### config.mk
export PLATFORM = sky130hd
export DESIGN_NAME = pwr_domain_ctrl
export DESIGN_NICKNAME = d
export VERILOG_FILES = /design/src/rtl/pdc_pkg.sv /design/src/rtl/pdc_domain_seq.sv /design/src/rtl/pdc_module_slot.sv /design/src/rtl/pwr_domain_ctrl.sv
export SDC_FILE = /design/constraint.sdc
export NUM_CORES = 1
export LEC_CHECK = 0
export CORE_AREA = 4 4 120 122
export CTS_BUF_LIST = sky130_fd_sc_hd__clkbuf_16
export DETAILED_ROUTE_END_ITERATION = 12
export DIE_AREA = 0 0 124 126
export HOLD_SLACK_MARGIN = 0.05
export PLACE_DENSITY = 0.6
export RECOVER_POWER = 100
export SKIP_CTS_REPAIR_TIMING = 1
export SYNTH_ARGS = -nofsm -noshare
export SYNTH_HDL_FRONTEND = slang
export SYNTH_SLANG_ARGS = --single-unit
### constraint.sdc
create_clock -name clk -period 1.7 [get_ports clk]
set_clock_uncertainty 0.2 [all_clocks]
set_input_delay 0.255 -clock clk [delete_from_list [all_inputs] [get_ports clk]]
set_output_delay 0.255 -clock clk [all_outputs]
set_load 0.01 [all_outputs]
### src/rtl/pdc_pkg.sv
package pdc_pkg;
    localparam int ADDR_W = 12;

    // Register map (byte offsets); software relies on these locations
    localparam logic [ADDR_W-1:0] OFF_GO    = 12'h120;
    localparam logic [ADDR_W-1:0] OFF_BUSY  = 12'h128;
    localparam logic [ADDR_W-1:0] OFF_DSTAT = 12'h200;
    localparam logic [ADDR_W-1:0] OFF_DCTL  = 12'h300;
    localparam logic [ADDR_W-1:0] OFF_MSTAT = 12'h800;
    localparam logic [ADDR_W-1:0] OFF_MCTL  = 12'hA00;

    localparam int ST_W = 6;
    // State codes: 0 soft-reset-off, 1 sync reset, 2 disabled, 3 enabled
    localparam logic [ST_W-1:0] ST_ENABLED = 6'd3;

    localparam int BIT_LRST  = 8;
    localparam int BIT_FORCE = 31;
    localparam int BIT_CLKON = 12;
endpackage

### src/rtl/pdc_domain_seq.sv
module pdc_domain_seq
    import pdc_pkg::*;
#(
    parameter int XFER_CYCLES  = 8,
    parameter int PWRUP_CYCLES = 4
) (
    input  logic clk,
    input  logic rst_n,
    input  logic ctl_we,
    input  logic ctl_on,
    input  logic go,
    output logic busy,
    output logic done,
    output logic dom_on,
    output logic req_on
);
    localparam int CW = $clog2(XFER_CYCLES + PWRUP_CYCLES + 1);

    typedef struct packed {
        logic          busy;
        logic          on;
        logic          req;
        logic [CW-1:0] cnt;
    } seq_t;

    seq_t q, d;
    logic fin;

    always_comb begin
        d   = q;
        fin = q.busy && (q.cnt == CW'(1));
        if (ctl_we) d.req = ctl_on;
        if (fin) begin
            d.busy = 1'b0;
            d.cnt  = '0;
            d.on   = q.req;
        end else if (q.busy) begin
            d.cnt = q.cnt - CW'(1);
        end else if (go) begin
            d.busy = 1'b1;
            d.cnt  = CW'(XFER_CYCLES) +
                     ((!q.on && q.req) ? CW'(PWRUP_CYCLES) : CW'(0));
        end
    end

    always_ff @(posedge clk or negedge rst_n) begin
        if (!rst_n) q <= '0;
        else        q <= d;
    end

    assign busy   = q.busy;
    assign done   = fin;
    assign dom_on = q.on;
    assign req_on = q.req;

    // busy only ends when the countdown reaches its last cycle
    p_busy_end_r4: assert property (@(posedge clk) disable iff (!rst_n)
        $fell(q.busy) |-> $past(q.cnt) == CW'(1));
    // a running count keeps descending whatever go does
    p_retrigger_ignored_r7: assert property (@(posedge clk) disable iff (!rst_n)
        (q.busy && q.cnt > CW'(1)) |=> (q.busy && q.cnt == $past(q.cnt) - CW'(1)));
    // domain power flag changes only at a completion
    p_on_only_at_done_r6: assert property (@(posedge clk) disable iff (!rst_n)
        !fin |=> $stable(q.on));
endmodule

### src/rtl/pdc_module_slot.sv
module pdc_module_slot
    import pdc_pkg::*;
(
    input  logic            clk,
    input  logic            rst_n,
    input  logic            ctl_we,
    input  logic [ST_W-1:0] wd_state,
    input  logic            wd_lrst,
    input  logic            wd_force,
    input  logic            apply,
    output logic [31:0]     ctl_rd,
    output logic [31:0]     stat_rd,
    output logic            clk_en,
    output logic            lrst_n
);
    typedef struct packed {
        logic [ST_W-1:0] nxt;
        logic            lrst;
        logic            frc;
        logic [ST_W-1:0] cur;
    } slot_t;

    slot_t q, d;
    logic  is_en;

    always_comb begin
        d = q;
        if (ctl_we) begin
            d.nxt  = wd_state;
            d.lrst = wd_lrst;
            d.frc  = wd_force;
        end
        if (apply) d.cur = q.nxt;
    end

    always_ff @(posedge clk or negedge rst_n) begin
        if (!rst_n) q <= '0;
        else        q <= d;
    end

    always_comb begin
        is_en   = (q.cur == ST_ENABLED);
        ctl_rd  = '0;
        ctl_rd[ST_W-1:0]  = q.nxt;
        ctl_rd[BIT_LRST]  = q.lrst;
        ctl_rd[BIT_FORCE] = q.frc;
        stat_rd = '0;
        stat_rd[ST_W-1:0] = q.cur;
        stat_rd[BIT_CLKON] = is_en;
    end

    assign clk_en = is_en;
    assign lrst_n = is_en & q.lrst;

    // applied state only moves on an apply, and then to the staged value
    p_state_hold_r5: assert property (@(posedge clk) disable iff (!rst_n)
        !apply |=> $stable(q.cur));
    p_state_apply_r5: assert property (@(posedge clk) disable iff (!rst_n)
        apply |=> q.cur == $past(q.nxt));
    // local reset is released only while clock is enabled
    p_rst_needs_clk_r9: assert property (@(posedge clk) disable iff (!rst_n)
        lrst_n |-> clk_en);
endmodule

### src/rtl/pwr_domain_ctrl.sv
module pwr_domain_ctrl
    import pdc_pkg::*;
#(
    parameter int N_DOM        = 2,
    parameter int MODS_PER_DOM = 2,
    parameter int XFER_CYCLES  = 8,
    parameter int PWRUP_CYCLES = 4
) (
    input  logic                          clk,
    input  logic                          rst_n,
    input  logic [11:0]                   bus_addr,
    input  logic                          bus_we,
    input  logic [31:0]                   bus_wdata,
    output logic [31:0]                   bus_rdata,
    output logic [N_DOM*MODS_PER_DOM-1:0] mod_clk_en,
    output logic [N_DOM*MODS_PER_DOM-1:0] mod_rst_n
);
    localparam int N_MOD = N_DOM * MODS_PER_DOM;

    logic [N_DOM-1:0] dom_busy, dom_done, dom_on, dom_req, go_vec, dctl_we;
    logic [N_MOD-1:0] mctl_we;
    logic [31:0]      mctl_rd [N_MOD];
    logic [31:0]      mstat_rd[N_MOD];
    logic             go_hit;

    assign go_hit = bus_we && (bus_addr == OFF_GO);

    for (genvar g = 0; g < N_DOM; g++) begin : g_dom
        assign go_vec[g]  = go_hit && bus_wdata[g];
        assign dctl_we[g] = bus_we && (bus_addr == OFF_DCTL + ADDR_W'(4 * g));
        pdc_domain_seq #(
            .XFER_CYCLES (XFER_CYCLES),
            .PWRUP_CYCLES(PWRUP_CYCLES)
        ) u_seq (
            .clk   (clk),
            .rst_n (rst_n),
            .ctl_we(dctl_we[g]),
            .ctl_on(bus_wdata[0]),
            .go    (go_vec[g]),
            .busy  (dom_busy[g]),
            .done  (dom_done[g]),
            .dom_on(dom_on[g]),
            .req_on(dom_req[g])
        );
    end

    for (genvar m = 0; m < N_MOD; m++) begin : g_mod
        assign mctl_we[m] = bus_we && (bus_addr == OFF_MCTL + ADDR_W'(4 * m));
        pdc_module_slot u_slot (
            .clk     (clk),
            .rst_n   (rst_n),
            .ctl_we  (mctl_we[m]),
            .wd_state(bus_wdata[ST_W-1:0]),
            .wd_lrst (bus_wdata[BIT_LRST]),
            .wd_force(bus_wdata[BIT_FORCE]),
            .apply   (dom_done[m / MODS_PER_DOM]),
            .ctl_rd  (mctl_rd[m]),
            .stat_rd (mstat_rd[m]),
            .clk_en  (mod_clk_en[m]),
            .lrst_n  (mod_rst_n[m])
        );
    end

    always_comb begin
        bus_rdata = '0;
        if (bus_addr == OFF_BUSY) bus_rdata = 32'(dom_busy);
        for (int i = 0; i < N_DOM; i++) begin
            if (bus_addr == OFF_DSTAT + ADDR_W'(4 * i)) bus_rdata = 32'(dom_on[i]);
            if (bus_addr == OFF_DCTL + ADDR_W'(4 * i))  bus_rdata = 32'(dom_req[i]);
        end
        for (int i = 0; i < N_MOD; i++) begin
            if (bus_addr == OFF_MSTAT + ADDR_W'(4 * i)) bus_rdata = mstat_rd[i];
            if (bus_addr == OFF_MCTL + ADDR_W'(4 * i))  bus_rdata = mctl_rd[i];
        end
    end

    // a go bit for an idle domain always raises its busy flag next cycle
    p_go_starts_r4: assert property (@(posedge clk) disable iff (!rst_n)
        (go_hit && bus_wdata[0] && !dom_busy[0]) |=> dom_busy[0]);
endmodule

# Word-level counts from Yosys, hierarchy flattened
# Index checks and enable logic that the tools add are counted.
# W data, S select, Z words.
[classes] n_mux=27 reduce_logical=17 n_eq_ne=20 div=0 bitwise_logic=4 add_sub_neg=4 mul=0 order_cmp=0 shift=0
[op_table] cell="$mux W32" n=12
[op_table] cell="$eq A12 B12 Y1 const B" n=8
[op_table] cell="$eq A12 B10 Y1 const B" n=4
[op_table] cell="$eq A12 B9 Y1 const B" n=2
[op_table] cell="$eq A6 B2 Y1 const B" n=4
[op_table] cell="$mux W4" n=6
[op_table] cell="$logic_and A1 B1 Y1" n=13
[op_table] cell="$add A4 B4 Y4 const A" n=2
[op_table] cell="$eq A4 B1 Y1 const B" n=2
[op_table] cell="$sub A4 B1 Y4 const B" n=2
[op_table] cell="$mux W1" n=6
[op_table] cell="$mux W3" n=2
[op_table] cell="$reduce_bool A3 Y1" n=2
[op_table] cell="$and A1 B1 Y1" n=4
[op_table] cell="$logic_not A1 Y1" n=2
[op_table] cell="$mux W2" n=1
[totals] inputBits=47 mem_bits_rw=0 rom_bits=0 register_bits=70 out_inout_bits=40 elab_cells=96 latchBits=0 n_memories=0

# Depth between registers and ports, before layout
# Gate-level depths: netlist of the first run.
[depth] ltp_word=14 depth_mapped=7 ltp_nobuf=7

# Cells and area by module
# Synthesis of the first run repeated with hierarchy kept, for this count alone.
[unflattened] cells_unflattened=710 area_unflattened_um2=6573.8
[modules_own_cells] mod="pdc_module_slot" n_inst=4 area_per_inst_um2=940.9 cells_each=84 seq_area_each_um2=350.3
[modules_own_cells] mod="pwr_domain_ctrl" n_inst=1 area_per_inst_um2=2087.0 cells_each=308 seq_area_each_um2=0.0
[modules_own_cells] mod="pdc_domain_seq" n_inst=2 area_per_inst_um2=361.6 cells_each=33 seq_area_each_um2=175.2

# Least setup slack after synthesis of the first run
# No wires, ideal clock.
[synth_timing] path_kind="input-to-output" from="input bus_addr[2]" to="output bus_rdata[2]" stages=7 path_slack_ns=-0.327 path_buffers=2 arrival_time_ns=1.572 required_time_ns=1.245 cell_sequence="buf_4 -> nor4b_1 -> and3_1 -> buf_2 -> a31o_2 -> a222oi_1 -> o22ai_1"
[synth_between] elab_chain_cells=12 elab_cells_between_ends=22 classes_between="11 x eq/ne; 11 x mux"
[synth_rtl] item="from (decl)" line_no="pwr_domain_ctrl.sv:11" source="input logic [11:0] bus_addr,"
[synth_rtl] item="$eq A12 B10 Y1" line_no="pwr_domain_ctrl.sv:69" source="if (bus_addr == OFF_DCTL + ADDR_W'(4 * i)) bus_rdata = 32'(dom_req[i]);"
[synth_rtl] item="$mux W32" line_no="pwr_domain_ctrl.sv:69"
[synth_rtl] item="$mux W32" line_no="pwr_domain_ctrl.sv:68" source="if (bus_addr == OFF_DSTAT + ADDR_W'(4 * i)) bus_rdata = 32'(dom_on[i]);"
[synth_rtl] item="$mux W32" line_no="pwr_domain_ctrl.sv:69"
[synth_rtl] item="$mux W32" line_no="pwr_domain_ctrl.sv:72" source="if (bus_addr == OFF_MSTAT + ADDR_W'(4 * i)) bus_rdata = mstat_rd[i];"
[synth_rtl] item="$mux W32" line_no="pwr_domain_ctrl.sv:73" source="if (bus_addr == OFF_MCTL + ADDR_W'(4 * i)) bus_rdata = mctl_rd[i];"
[synth_rtl] item="$mux W32" line_no="pwr_domain_ctrl.sv:72"
[synth_rtl] item="$mux W32" line_no="pwr_domain_ctrl.sv:73"
[synth_rtl] item="$mux W32" line_no="pwr_domain_ctrl.sv:72"
[synth_rtl] item="$mux W32" line_no="pwr_domain_ctrl.sv:73"
[synth_rtl] item="$mux W32" line_no="pwr_domain_ctrl.sv:72"
[synth_rtl] item="$mux W32 (*)" line_no="pwr_domain_ctrl.sv:73"
[synth_rtl] item="to (decl)" line_no="pwr_domain_ctrl.sv:14" source="output logic [31:0] bus_rdata,"
# Every way passes the cells marked *; elsewhere a longest branch is shown, timed or not.

# Final worst setup path of the first run
[layout_timing] from="register g_mod[0].u_slot.q, in the netlist g_mod[0].u_slot.stat_rd[5]" to="output bus_rdata[12]"
[layout_between] elab_chain_cells=9
[layout_rtl] item="from (decl)" line_no="pdc_module_slot.sv:23" source="slot_t q, d;"
[layout_rtl] item="from (signal assigned)" line_no="pdc_module_slot.sv:37" source="if (!rst_n) q <= '0;"
[layout_rtl] item="from (signal assigned)" line_no="pdc_module_slot.sv:38" source="else q <= d;"
[layout_rtl] item="$eq A6 B2 Y1" line_no="pdc_module_slot.sv:42" source="is_en = (q.cur == ST_ENABLED);"
[layout_rtl] item="$mux W32" line_no="pwr_domain_ctrl.sv:72"
[layout_rtl] item="$mux W32" line_no="pwr_domain_ctrl.sv:73"
[layout_rtl] item="$mux W32" line_no="pwr_domain_ctrl.sv:72"
[layout_rtl] item="$mux W32" line_no="pwr_domain_ctrl.sv:73"
[layout_rtl] item="$mux W32" line_no="pwr_domain_ctrl.sv:72"
[layout_rtl] item="$mux W32" line_no="pwr_domain_ctrl.sv:73"
[layout_rtl] item="$mux W32" line_no="pwr_domain_ctrl.sv:72"
[layout_rtl] item="$mux W32" line_no="pwr_domain_ctrl.sv:73"
# Every way passes these cells.

==> summary.md, run 1 <==
| Metric | Value |
|---|---|
| Vias per inst | `4.86` |
| Failing checks | `negative setup slack` |
| Final hold violations | `0` |
| Placeable Area | `between 10,000 and 15,000 sq um` |
| YS warnings | `0` |
| CP Launch Point | `g_mod[0].u_slot.stat_rd[5]` |
| Crit path capture type | `output port` |
| Final instance area | `just under 6000 sq um` |
| Leak Pwr | `between 0.002 and 0.003 uW` |
| Post-synth EDFFs | `0` |
| Vias in the first global route | `about 3,300` |
| Via count | `3,260` |
| Pwr dens | `approximately 640 nW/um^2` |
| Layout Nets | `541` |
| Post-route ant nets | `0` |
| 1st-pass router iterations | `5` |
| R2R cell count | `6` |
| Flops & latches, synth | `70` |
| Reg area | `~1800 sq um` |
| Critical path class | `flip-flop to output port` |
| Startpoint Class | `flip-flop` |
| Clock power share | `a little under half` |
| Distinct cells, synth | `52` |
| Comb pwr share | `under 10%` |
| # IOs | `87` |
| Syn Std Cell Area | `3920 sq um` |
| GP Congestion | `just under 0.9` |
| Worst VDD drop | `between 0.5 and 0.6 mV` |
| Total Wirelength | `between 10,000 and 15,000 um` |
| Die area | `~16,000 sq um` |
| Layout cells sized above 1 | `57.4%` |
| Area post-placement | `~5200 sq um` |
| Minimum clock period | `approximately 2.2 ns` |
| Die Y | `about 130 um` |
| All-layer global routing usage | `around 14%` |
| # H-tree levels | `3` |
| Clock Latency Late Sink | `about 0.34 ns` |
| DP HPWL | `between 8000 and 9000 um` |
| Wirelength per Cell | `roughly 18 um` |
| RSZ-0062 raised after global routing | `yes` |
| Hold Crit Class | `primary input to async pin` |
| Crit share post-route | `131%` |
| Worst r2r src | `g_dom[0].u_seq.q[1]` |
| TritonCTS Buffers | `9` |
| Initial antenna violation count | `0` |
| Critical R2R Capture | `g_dom[0].u_seq.q[2]` |
| Worst-path clk slew | `~0.06 ns` |
| # setup viols final | `43` |
| # diodes | `0` |
| P_sw | `roughly 970 uW` |
| Sequential Power Share | `44.6%` |
| Port Buf Inserts | `39` |
| Grt total ovfl | `0` |
| Sw Ratio | `about a quarter` |
| Post-synthesis sequential area ratio | `44.7%` |
| Dominant synthesized flop cell | `dfrtp_1` |
| Status | `finished, violations left` |
| Row count | `42` |
| Starting Density | `29.7%` |
| Max Slew Vio Count | `0` |
| Clock sink count | `70` |
| Fmax | `around 0.45 GHz` |
| Largest net degree at the start of global routing | `26` |
| Setup Slack @ Placement | `-1.35 ns` |
| # DRC | `0` |
| Worst setup margin | `-0.533 ns` |
| Footprint of the multi-input gates | `about 2300 sq um` |
| Worst Path Max Fanout | `2` |
| Area Overhead vs Synth | `51.9%` |
| Clock tree root driver cell | `clkbuf_16` |
| Max_cap viols | `0` |
| Chip Width | `approximately 120 um` |
| Fill cells | `1,244` |
| Initial drt markers | `~220` |
| Req. time, crit path | `~1.2 ns` |
| CTS tree | `yes` |
| Avg Inst Size Synth | `roughly 11 sq um` |
| Cell count after synthesis | `349` |
| Max clock buf depth | `2` |
| R2R setup slack | `0 ns` |
| First-pass GRT wire length | `about 17,000 um` |
| Ys async rst share | `100%` |
| Int Pwr | `2840 uW` |
| Arr. time, crit path | `about 1.8 ns` |
-- registers in the layout, summed over array words and instances, names as in the netlist --
register and flops:
g_mod.u_slot.ctl_rd 32, g_mod.u_slot.stat_rd 24, g_dom.u_seq.q 8, g_dom.u_seq.busy 2, g_dom.u_seq.dom_on 2, g_dom.u_seq.req_on 2
-- power by group through the flow --
stage	combinational (uW)	sequential (uW)	clock (uW)
global placement	326	1720	0
finish	367	1700	1740
floorplan	163	1720	0
CTS	338	1700	1760
detailed placement	336	1730	0
global route	401	1700	1840
-- per-stage QoR --
stage               cells  setup TNS (ns)  hold WS (ns)  power [uW]  utilization [%]
floorplan             371           -1.98        -0.241        1890                -
global placement      636          -47.70       -0.0609        2050             39.2
detailed placement    636          -49.44       -0.0561        2060             39.2
CTS                   652          -37.89        -0.413        3800             41.3
global route          671          -12.33         0.223        3940             45.1
finish                671           -7.94         0.188        3810             45.1
-- cell usage after synthesis, drive strengths merged, types with 7 or more instances --
master  count  area share (%)
and3       10             1.6
nand2      13             1.2
dfrtp      70              45
nor2       17             1.6
o21ai       9             1.2
buf        42             7.4
nand3      14             2.9
mux2       64              18
and2        7             1.2
inv         8            0.77
mux2i      12             3.1
-- placed cells by master (no fill, tap or decap), drive strengths merged, types with 9 or more instances in the layout --
cell | netlist | final
mux2 | 64 | 64
nor2 | 17 | 17
inv | 8 | 9
clkdlybuf4s50 | 0 | 9
o21ai | 9 | 9
dfrtp | 70 | 70
mux2i | 12 | 12
clkbuf | 5 | 24
nand3 | 14 | 14
and3 | 10 | 10
nand2 | 13 | 13
conb | 1 | 23
buf | 42 | 127
-- worst max-delay path: stages (launching register included) --
cell	delay, ns
dfrtp_1	0.40
nor4_2	0.31
and3_4	0.24
buf_6	0.10
a222oi_1	0.09
a21oi_2	0.14
buf_2	0.15
-- per-layer routing --
metal / GRT usage [%] / part of all wire [%]
met5: 0 / 0
met2: 22.2 / 49
met3: 4.26 / 4.7
met4: 3.74 / 2.1
met1: 19.1 / 44
-- final cells by class --
cell class,count,area share [%]
timing repair buffer,155,22.5
clock buffer,9,3.79
clock inverter,7,0.841
tap,176,3.70
multi-input combinational,245,39.0
inverter,9,0.631
sequential,70,29.5
-- worst max-delay path by stage --
| stage | to | depth (start not counted) |
|---|---|---|
| 2_1_floorplan | g_mod[3].u_slot.ctl_rd[31] | 6 |
| 3_3_place_gp | bus_rdata[0] | 7 |
| 3_5_place_dp | bus_rdata[0] | 7 |
| 4_1_cts | bus_rdata[0] | 7 |
| 5_1_grt | bus_rdata[12] | 6 |
| 6_report | bus_rdata[12] | 6 |
-- cells by family (layout without fill, tap and decap cells) --
group / Yosys count / in the layout / share of synthesized area (%)
DFF: 70 / 70 / 44.7
muxes: 76 / 76 / 21.5
adders and majority gates: 4 / 4 / 1.28
and+or+nand+nor: 96 / 96 / 15.1
AOI/OAI and AO/OA: 46 / 46 / 8.50
other: 1 / 23 / 0.0958
buffers and inverters: 56 / 180 / 8.79
Note: power is estimated with default switching activity, not from simulation.
==> run 2: changes to the inputs <==
--- a/config.mk
+++ b/config.mk
@@ -5,13 +5,13 @@
 export SDC_FILE = /design/constraint.sdc
 export NUM_CORES = 1
 export LEC_CHECK = 0
-export CORE_AREA = 4 4 120 122
+export CORE_AREA = 4 4 108 135
 export CTS_BUF_LIST = sky130_fd_sc_hd__clkbuf_16
 export DETAILED_ROUTE_END_ITERATION = 12
-export DIE_AREA = 0 0 124 126
+export DIE_AREA = 0 0 112 139
 export HOLD_SLACK_MARGIN = 0.05
 export PLACE_DENSITY = 0.6
-export RECOVER_POWER = 100
+export RECOVER_POWER = 50
 export SKIP_CTS_REPAIR_TIMING = 1
 export SYNTH_ARGS = -nofsm -noshare
 export SYNTH_HDL_FRONTEND = slang
==> summary.md, run 2 (synthesized netlist as in run 1, its figures left out) <==
| Metric | Value |
|---|---|
| Status | `finished, violations left` |
| Failing checks | `negative setup slack` |
| Placeable Area | `around 13,000 sq um` |
| TritonCTS Buffers | `9` |
| # H-tree levels | `3` |
| Die Y | `~140 um` |
| Post-route ant nets | `0` |
| GP Congestion | `between 0.9 and 1` |
| Hold Crit Class | `flip-flop to flip-flop` |
| # diodes | `0` |
| R2R setup slack | `0 ns` |
| Max clock buf depth | `2` |
| Worst setup margin | `-0.597 ns` |
| Grt total ovfl | `0` |
| Initial drt markers | `188` |
| Area Overhead vs Synth | `51.8%` |
| Final instance area | `~5900 sq um` |
| Port Buf Inserts | `39` |
| Chip Width | `112 um` |
| Hold Path Origin | `g_mod[2].u_slot.ctl_rd[31]` |
| Clock tree root driver cell | `clkbuf_16` |
| # IOs | `87` |
| R2R cell count | `6` |
| Row count | `47` |
| Max reg flops | `32` |
| Final core occ | `44.9%` |
| Area post-placement | `a little over 5000 sq um` |
| Via count | `between 3,000 and 4,000` |
| Vias in the first global route | `about 3,300` |
| Req. time, crit path | `between 1 and 1.5 ns` |
| Worst VDD drop | `0.353 mV` |
| Arr. time, crit path | `~1.8 ns` |
| Max-Slew Margin vs Limit | `39.0%` |
| Hold WS | `0.315 ns` |
| 1st-pass router iterations | `4` |
| Starting Density | `between 20 and 30%` |
| CTS tree | `yes` |
| Die area | `about 16,000 sq um` |
| Worst r2r src | `g_dom[0].u_seq.q[1]` |
| Fmax | `0.435 GHz` |
| Max_cap viols | `0` |
| Clock Latency Late Sink | `~0.33 ns` |
| Measured slew at the worst slew-check pin | `a little over 0.9 ns` |
| Pwr dens | `approximately 650 nW/um^2` |
| Hold depth | `1` |
| Worst-path clk slew | `roughly 0.050 ns` |
| Max Slew Vio Count | `0` |
| # DRC | `0` |
| Leak Pwr | `about 0.0028 uW` |
| Critical path class | `primary input to output port` |
| Worst Path Max Fanout | `4` |
| DP HPWL | `roughly 8000 um` |
| Leading cell types in the layout, fill and taps excluded | `85 x buf_4, 69 x dfrtp_1, 46 x mux2_2` |
| All-layer global routing usage | `roughly 14%` |
| RSZ-0062 raised after global routing | `yes` |
| Crit share post-route | `135%` |
| Crit path capture type | `output port` |
| Initial antenna violation count | `0` |
| Total Wirelength | `approximately 12,000 um` |
| Startpoint Class | `primary input` |
| Minimum clock period | `~2.3 ns` |
| Hold endpoint | `g_mod[2].u_slot.ctl_rd[31]` |
| Vias per inst | `roughly 4.8` |
| Clock sink count | `70` |
| Layout Nets | `between 500 and 600` |
| Final hold violations | `0` |
| Layout cells sized above 1 | `58.2%` |
| Wirelength per Cell | `17.4 um` |
| Most common cell after layout, fill and taps aside | `buf_4` |
| Critical R2R Capture | `g_mod[0].u_slot.stat_rd[2]` |
| # setup viols final | `50` |
| Largest net degree at the start of global routing | `slightly above 70` |
| First-pass GRT wire length | `between 15,000 and 20,000 um` |
run 2: how the worst max path moves through the flow:
stage                                from                         end  slack [ns]  depth (start not counted)
2_1_floorplan                 bus_addr[6]  g_mod[3].u_slot.ctl_rd[31]       -0.11                          6
3_3_place_gp                  bus_addr[6]                bus_rdata[3]       -1.27                          9
3_5_place_dp                  bus_addr[6]                bus_rdata[3]       -1.28                          9
4_1_cts                       bus_addr[6]                bus_rdata[3]       -1.31                          9
5_1_grt        g_mod[2].u_slot.stat_rd[4]               bus_rdata[12]       -0.67                          6
6_report                      bus_addr[5]                bus_rdata[4]       -0.60                         10
run 2: metrics by stage:
stage | setup slack [ns] | power, uW | instances | setup TNS, ns
after global placement | -1.27 | 2030 | 629 | -48.16
final | -0.597 | 3840 | 666 | -10.10
after detailed placement | -1.28 | 2040 | 629 | -49.03
after CTS | -1.31 | 3850 | 645 | -37.61
after floorplan | -0.111 | 1890 | 371 | -1.98
after global routing | -0.669 | 3980 | 666 | -13.55
run 2: report_power, final:
part / total (uW) / internal (uW) / switching, uW / leakage, uW
clock: 1790 / 1110 / 680 / 0.000139
sequential: 1700 / 1680 / 19.0 / 0.000951
combinational: 345 / 146 / 199 / 0.00176
total: 3840 / 2940 / 898 / 0.00285
run 2: critical path, cell delays in order:
cell and delay, ns:
buf_8 0.10, nor4_4 0.32, and3_4 0.28, buf_6 0.10
buf_6 0.09, nand4_1 0.17, buf_4 0.19, nor2_4 0.09
o22ai_2 0.07, buf_2 0.17
run 2: cell type report:
type	count	area, sq um
inverter	9	37.5
clock inverter	7	55.1
tap	171	214
clock buffer	9	225
sequential	70	1750
fill	1219	7290
timing repair buffer	155	1340
multi-input combinational	245	2320
run 2: per-layer routing:
layer	up-vias	GRT usage, %	wire, um
met4	0	5.76	335
met2	99	23.5	6000
met3	22	3.84	574
met5	-	0	0
li1	1525	-	-
met1	1584	16.8	4660
==> run 3: changes to the inputs <==
--- a/config.mk
+++ b/config.mk
@@ -5,6 +5,7 @@
 export SDC_FILE = /design/constraint.sdc
 export NUM_CORES = 1
 export LEC_CHECK = 0
+export CAP_MARGIN = 20
 export CORE_AREA = 4 4 108 135
 export CTS_BUF_LIST = sky130_fd_sc_hd__clkbuf_16
 export DETAILED_ROUTE_END_ITERATION = 12
==> results of run 3 <==
No change in the layout: final DEF, timing and power equal those of run 2.
